--- src/rtl/lcd_scan_pkg.sv ---
package lcd_scan_pkg;
  localparam int unsigned LCD_LINES   = 65;
  localparam int unsigned LCD_SEGS    = 132;
  localparam int unsigned LCD_START_W = 6;
endpackage

--- src/rtl/lcd_scan_line_ctr.sv ---
module lcd_scan_line_ctr #(
  parameter int unsigned NUM_LINES = 65,
  localparam int unsigned LINE_W = $clog2(NUM_LINES)
) (
  input  logic              clk_i,
  input  logic              rst_ni,
  input  logic              tick_i,
  output logic [LINE_W-1:0] line_o,
  output logic              wrap_o,
  output logic              frame_start_o
);
  localparam logic [LINE_W-1:0] LAST = LINE_W'(NUM_LINES - 1);

  assign wrap_o = tick_i && (line_o == LAST);

  always_ff @(posedge clk_i or negedge rst_ni) begin
    if (!rst_ni) begin
      line_o        <= '0;
      frame_start_o <= 1'b0;
    end else begin
      frame_start_o <= wrap_o;
      if (wrap_o)      line_o <= '0;
      else if (tick_i) line_o <= line_o + 1'b1;
    end
  end
endmodule

--- src/rtl/lcd_scan_row_gen.sv ---
module lcd_scan_row_gen #(
  parameter int unsigned NUM_LINES = 65,
  parameter int unsigned START_W   = 6,
  localparam int unsigned LINE_W = $clog2(NUM_LINES)
) (
  input  logic               clk_i,
  input  logic               rst_ni,
  input  logic               we_i,
  input  logic [START_W-1:0] start_i,
  input  logic               wrap_i,
  input  logic [LINE_W-1:0]  line_i,
  output logic [LINE_W-1:0]  row_o
);
  logic [START_W-1:0] pend_q, act_q;
  logic [LINE_W:0]    sum;

  always_ff @(posedge clk_i or negedge rst_ni) begin
    if (!rst_ni) begin
      pend_q <= '0;
      act_q  <= '0;
    end else begin
      if (we_i)   pend_q <= start_i;
      // same-edge write is used by the new frame
      if (wrap_i) act_q  <= we_i ? start_i : pend_q;
    end
  end

  // single subtract suffices: start < NUM_LINES and line < NUM_LINES
  always_comb begin
    sum = (LINE_W+1)'(act_q) + (LINE_W+1)'(line_i);
    if (sum >= (LINE_W+1)'(NUM_LINES)) sum = sum - (LINE_W+1)'(NUM_LINES);
    row_o = sum[LINE_W-1:0];
  end
endmodule

--- src/rtl/lcd_scan_com_map.sv ---
module lcd_scan_com_map #(
  parameter int unsigned NUM_LINES = 65,
  localparam int unsigned LINE_W = $clog2(NUM_LINES),
  localparam int unsigned REV_TOP = NUM_LINES - 2
) (
  input  logic              rev_i,
  input  logic [LINE_W-1:0] line_i,
  output logic [LINE_W-1:0] com_o
);
  // the extra last line keeps its own common in both orders
  always_comb begin
    if (rev_i && (line_i <= LINE_W'(REV_TOP))) com_o = LINE_W'(REV_TOP) - line_i;
    else                                       com_o = line_i;
  end
endmodule

--- src/rtl/lcd_scan_seg_map.sv ---
module lcd_scan_seg_map #(
  parameter int unsigned NUM_SEGS  = 132,
  parameter bit          MIRROR_EN = 1'b1,
  localparam int unsigned SEG_W = $clog2(NUM_SEGS)
) (
  input  logic             rev_i,
  input  logic [SEG_W-1:0] idx_i,
  output logic [SEG_W-1:0] col_o
);
  localparam logic [SEG_W-1:0] SEG_LAST = SEG_W'(NUM_SEGS - 1);

  if (MIRROR_EN) begin : g_mirror
    assign col_o = rev_i ? (SEG_LAST - idx_i) : idx_i;
  end else begin : g_fixed
    logic unused_rev;
    assign unused_rev = rev_i;
    assign col_o = idx_i;
  end
endmodule

--- src/rtl/lcd_scan_addr_gen.sv ---
module lcd_scan_addr_gen
  import lcd_scan_pkg::*;
#(
  parameter int unsigned NUM_LINES = LCD_LINES,
  parameter int unsigned NUM_SEGS  = LCD_SEGS,
  parameter int unsigned START_W   = LCD_START_W,
  parameter bit          SEG_MIRROR_EN = 1'b1,
  localparam int unsigned LINE_W = $clog2(NUM_LINES),
  localparam int unsigned SEG_W  = $clog2(NUM_SEGS)
) (
  input  logic               clk_i,
  input  logic               rst_ni,
  input  logic               line_tick_i,
  input  logic               start_we_i,
  input  logic [START_W-1:0] start_line_i,
  input  logic               com_rev_i,
  input  logic               seg_rev_i,
  input  logic [SEG_W-1:0]   seg_idx_i,
  output logic [LINE_W-1:0]  line_o,
  output logic [LINE_W-1:0]  com_idx_o,
  output logic [LINE_W-1:0]  row_o,
  output logic [SEG_W-1:0]   seg_col_o,
  output logic               frame_start_o
);
  logic wrap;

  lcd_scan_line_ctr #(.NUM_LINES(NUM_LINES)) u_line (
    .clk_i, .rst_ni, .tick_i(line_tick_i),
    .line_o, .wrap_o(wrap), .frame_start_o
  );

  lcd_scan_row_gen #(.NUM_LINES(NUM_LINES), .START_W(START_W)) u_row (
    .clk_i, .rst_ni, .we_i(start_we_i), .start_i(start_line_i),
    .wrap_i(wrap), .line_i(line_o), .row_o
  );

  lcd_scan_com_map #(.NUM_LINES(NUM_LINES)) u_com (
    .rev_i(com_rev_i), .line_i(line_o), .com_o(com_idx_o)
  );

  lcd_scan_seg_map #(.NUM_SEGS(NUM_SEGS), .MIRROR_EN(SEG_MIRROR_EN)) u_seg (
    .rev_i(seg_rev_i), .idx_i(seg_idx_i), .col_o(seg_col_o)
  );
endmodule

--- config.mk ---
export PLATFORM = sky130hd
export DESIGN_NAME = lcd_scan_addr_gen
export DESIGN_NICKNAME = d
export VERILOG_FILES = /design/src/rtl/lcd_scan_pkg.sv /design/src/rtl/lcd_scan_line_ctr.sv /design/src/rtl/lcd_scan_row_gen.sv /design/src/rtl/lcd_scan_com_map.sv /design/src/rtl/lcd_scan_seg_map.sv /design/src/rtl/lcd_scan_addr_gen.sv
export SDC_FILE = /design/constraint.sdc
export NUM_CORES = 1
export LEC_CHECK = 0
export BUFFER_PORTS_ARGS = -buffer_cell sky130_fd_sc_hd__buf_2
export CAP_MARGIN = 30
export CORE_ASPECT_RATIO = 1.2
export CORE_MARGIN = 5
export CORE_UTILIZATION = 44
export CTS_CLUSTER_DIAMETER = 120
export DETAILED_ROUTE_END_ITERATION = 7
export GPL_TIMING_DRIVEN = 1
export PLACE_DENSITY = 0.75
export SETUP_SLACK_MARGIN = 0.2
export SYNTH_ARGS = -nofsm -noshare
export SYNTH_HDL_FRONTEND = slang
export SYNTH_HIERARCHICAL = 1
export SYNTH_SLANG_ARGS = --single-unit
--- constraint.sdc ---
create_clock -name clk_i -period 6.2 [get_ports clk_i]
set_input_delay 0 -clock clk_i [delete_from_list [all_inputs] [get_ports clk_i]]
set_output_delay 0 -clock clk_i [all_outputs]
set_load 0.01 [all_outputs]
* After elaboration in Yosys (flattened, before gate mapping)
Index checks and enable logic that the tools add are counted.
** Operators by class
- Reductions and logical operators :: 3
- Magnitude comparators :: 2
- Eq/ne operators :: 1
- Muxes and demuxes :: 6
- $add $sub $neg :: 5
** Operators with widths (number)
- $mux W7 :: 4
- $add A6 B7 Y8 :: 1
- $ge A8 B7 Y1 const B :: 1
- $mux W8 :: 1
- $sub A8 B8 Y8 const A :: 1
- $add A7 B1 Y7 const B :: 1
- $eq A7 B7 Y1 const B :: 1
- $le A7 B6 Y1 const B :: 1
- $sub A6 B7 Y7 const A :: 1
- $sub A7 B7 Y7 const B :: 1
- $mux W6 :: 1
- $logic_and A1 B1 Y1 :: 2
- $reduce_bool A2 Y1 :: 1
** Storage, ports and cells
- Output and inout port bits :: 30
- Bits of input ports :: 20
- Logic and storage cells :: 21
- Bits in registers :: 20

* Longest topological paths before layout
- Depth after elaboration :: 3
- Depth in mapped cells :: 8
- Gate-level depth less buffers :: 8

* By module
Netlist, hierarchy kept.
** Modules (own cells, without submodules)
- lcd_scan_row_gen :: cells an instance 88, sequential area each 300.3 µm², area each 948.4 µm², times used 1
- lcd_scan_line_ctr :: cells an instance 35, sequential area each 200.2 µm², area each 367.9 µm², times used 1
- lcd_scan_seg_map :: cells an instance 20, sequential area each 0.0 µm², area each 141.4 µm², times used 1
- lcd_scan_com_map :: cells an instance 9, sequential area each 0.0 µm², area each 138.9 µm², times used 1

* Worst setup path after synthesis
OpenSTA, ideal clock, no wires.
- Path type :: reg2out
- Start :: register u_line.line_o[0]
- End :: output port row_o[4]
- Data arrival time :: 2675 ps
- Path slack :: 3525 ps
- Required time :: 6200 ps
- Path buffers :: 0
- Stages on the path, launching flop included :: 9
- Cells stage by stage :: dfrtp_1 -> ha_1 -> fa_1 -> a211o_1 -> and3_4 -> o311ai_4 -> a211oi_2 -> a2111o_1 -> xnor2_1
** On the way
- Longest elaborated chain between the ends :: 3
- Elaborated cells on any way between the ends :: 4
- Those cells by class :: add/sub: 2; order compare: 1; mux: 1
** RTL lines
- start, declared :: line lcd_scan_line_ctr.sv:8 : output logic [LINE_W-1:0] line_o,
- start signal, assigned :: line lcd_scan_line_ctr.sv:23 : else if (tick_i) line_o <= line_o + 1'b1;
- $add A6 B7 Y8 (*) :: line lcd_scan_row_gen.sv:30 : sum = (LINE_W+1)'(act_q) + (LINE_W+1)'(line_i);
- $sub A7 B7 Y7 / $ge A8 B7 Y1 (equally long branches) :: line lcd_scan_row_gen.sv:31 : if (sum >= (LINE_W+1)'(NUM_LINES)) sum = sum - (LINE_W+1)'(NUM_LINES);
- $mux W7 (*) :: line lcd_scan_row_gen.sv:31
- end, declared :: line lcd_scan_addr_gen.sv:21 : output logic [LINE_W-1:0] row_o,
Mark *: on every way between the ends. The rest lies on a longest branch, timed or not.

* Worst setup path in the final report
- Start :: register u_line.line_o[0]
- End :: output port row_o[1]
The elaborated chain is that of the path after synthesis.

==> results.md <==
- Outcome: complete, no violations
- Yosys top cell area share: 31.3%
- Layout area overhead: 24.1%
- RSZ-0062 raised after global routing: no
- Final number of hold-violating endpoints: 0
- Die footprint: 0.00494 mm²
- Antenna diodes: 0
- Met3 Use GR: 4.13%
- Core area: 0.00357 mm²
- Leak pwr: 0.000996 µW
- Skew final: around 0.0055 ns
- Tmin final: between 3 and 4 ns
- Max Freq: 316 MHz
- Vias in the first global route: approximately 1200
- Peak supply drop: 0.000203 V
- Seq/Total Area, Yosys: 31.3%
- GRT Residual Overflow: 0
- Ys Warns: 6
- Avg Cell Area, Syn: 10.5 µm²
- Hold Startpoint: line_tick_i
- Power density over the cells: 335 mW/mm²
- First-pass GRT wire length: 5.76 mm
- WP data arrival: 3.16 ns
- Post-Synthesis Cells: 152
- Clock sink count: 20
- Dpl hpwl: between 2 and 3 mm
- Initial core utilization: 44.7%
- Ys flop type: dfrtp_1
- Clock Latency Late Sink: about 0.26 ns
- Setup crit start kind: flip-flop
- DR iter-0 viols: 45
- Design Power: 665 µW
- CTS H-Tree Depth: 1
- Most frequent cell after synthesis: dfrtp_1
- Share of layout cells above drive strength 1: approximately 39%
- Post-synth top cells: dfrtp_1, mux2_2, ha_1, inv_1, xnor2_1
- Cell Rows: 24
- Max Cap Viol: 0
- I/O Buffers: 49
- Post-route DRC: 0
- Initial antenna violation count: 0
- Top Usage Layer GRT: met2
- Min-Delay Path Class: in2reg
- Antenna viol nets, final: 0
- Syn Std Cell Area: 0.00160 mm²
- RR Startpoint: u_line/line_o[4]
- # setup viols final: 0
- CTS Buf Count: 3
- GR Util met2: 24.2%
- Slew headroom: 68.2%
- Chip Width: around 65 µm
- Gpl congestion: slightly below 0.8
- Total GRT Usage: 14.0%
- Synth area leader: dfrtp_1
- Post-layout nets: 239
- Avg WL per Cell: 13.6 µm
- # IOs: 50
- Crit path required time: about 6.2 ns
- Die height: 76.0 µm
- Worst-Margin Slew: 0.474 ns
- Ys async rst share: 100%
- Largest net degree at the start of global routing: 21
- Vias: roughly 1300
- Worst reg2reg path depth: 3
- Clock Tree Buf Depth: 2
- DRT Pass-1 Iters: 4
- Setup TNS Final: 0 ns
- Max Slew Vio Count: 0
- Synth area leaders: dfrtp_1, ha_1, mux2_2, xnor2_2, xnor2_1
- Routed wire length: about 3.3 mm
- Kind of critical path: reg2out
- Crit Path Max Fanout: 7
- Setup crit end kind: output pin
- Routing usage on met1: 17.5%
- Final period util: 51.0%
- Root buffer cell: clkbuf_8
- Post-synth EDFFs: 0
- Reg2reg end: u_row/act_q[4]
- Resized Gates After CTS: 0
- CTS tree: built
- Synth Register Bits: 20
- Count of cell types in the netlist: 41
- Hold Path Stages: 2
- Reg2Reg Setup Slack: ~4.4 ns
- Routed vias/inst: 5.31
- Reg clk slew, reported paths: ~0.080 ns
- Hold path endpoint: u_line/line_o[1]
- Synthesized net count: 184
logic make-up (layout without fill, tap and decap cells):
| logic type | Yosys count | count (layout) | share of synthesized area, % |
|---|---|---|---|
| multiplexers | 14 | 14 | 9.87 |
| AND/OR/NAND/NOR | 41 | 41 | 14.6 |
| flip-flops | 20 | 20 | 31.3 |
| buffers and inverters | 17 | 71 | 5.72 |
| adder cells (fa/ha/maj) | 12 | 12 | 9.87 |
| AO/OA/AOI/OAI | 26 | 26 | 13.7 |
| XOR/XNOR | 22 | 22 | 14.9 |
layer usage:
metal  wire length, µm  share of wire [%]
met3               290                8.7
met5                 0                  0
met4                 0                  0
met2              1630                 49
met1              1420                 43
repair_timing:
item                      in CTS  in global routing
hold buffers                   7                  0
buffers inserted               0                  0
hold endpoints to repair      26                  0
layout make-up:
cell class                      count  area (µm²)
Sequential cell                    20         500
Timing Repair Buffer               56         315
Inverter                           11        41.3
Clock buffer                        3        41.3
Multi-Input combinational cell    115        1000
Clock inverter                      1        30.0
Tap cell                           39        48.8
Fill cell                         314        1590
layout by cell type (no fill, tap or decap), types with 4 or more instances in the layout:
| cell | count |
|---|---|
| xnor2_1 | 11 |
| dlygate4sd3_1 | 7 |
| a21oi_1 | 8 |
| nor2_1 | 7 |
| buf_2 | 49 |
| inv_1 | 11 |
| o21ai_0 | 4 |
| nand2_1 | 9 |
| mux2_2 | 12 |
| nand3_1 | 5 |
| xnor2_2 | 6 |
| dfrtp_1 | 20 |
| xor2_1 | 5 |
| ha_1 | 11 |
worst max path at each step:
stage / start / endpoint / slack, ns / cells after the start
floorplan: u_line/line_o[0] / row_o[4] / 3.52 / 8
global placement: u_line/line_o[0] / row_o[1] / 3.43 / 9
detailed placement: u_line/line_o[0] / row_o[1] / 3.36 / 9
CTS: u_line/line_o[0] / row_o[1] / 3.06 / 9
global route: u_line/line_o[0] / row_o[1] / 2.85 / 9
finish: u_line/line_o[0] / row_o[1] / 3.04 / 9
worst max-delay path, stage by stage, from the launching register on:
cell      delay [ns]
dfrtp_1         0.48
ha_1            0.28
fa_1            0.41
a211o_1         0.34
a21oi_1         0.18
o22ai_1         0.14
a211oi_1        0.41
a21oi_1         0.19
mux2_1          0.33
buf_2           0.14
per-stage QoR:
stage	std cells	hold WS, ns	cell area (µm²)	util (%)	setup slack [ns]
after floorplan	152	-0.296	1600	-	3.52
after global placement	234	-0.0359	1840	51.5	3.43
after detailed placement	234	-0.0296	1840	51.5	3.36
after CTS	245	0.00630	1980	55.5	3.06
after global routing	245	0.0217	1980	55.5	2.85
final	245	0.0156	1980	55.5	3.04
power breakdown:
part | switching [µW] | internal [µW]
Sequential | 49.5 | 153
Clock | 42.2 | 86.1
Combinational | 176 | 158
flip-flops by register name (all words and copies together) (netlist names):
signal and cells:
u_line/line_o 7, u_line/frame_start_o 1, u_row/pend_q 6, u_row/act_q 6
Power figures use the tool's default switching activity.
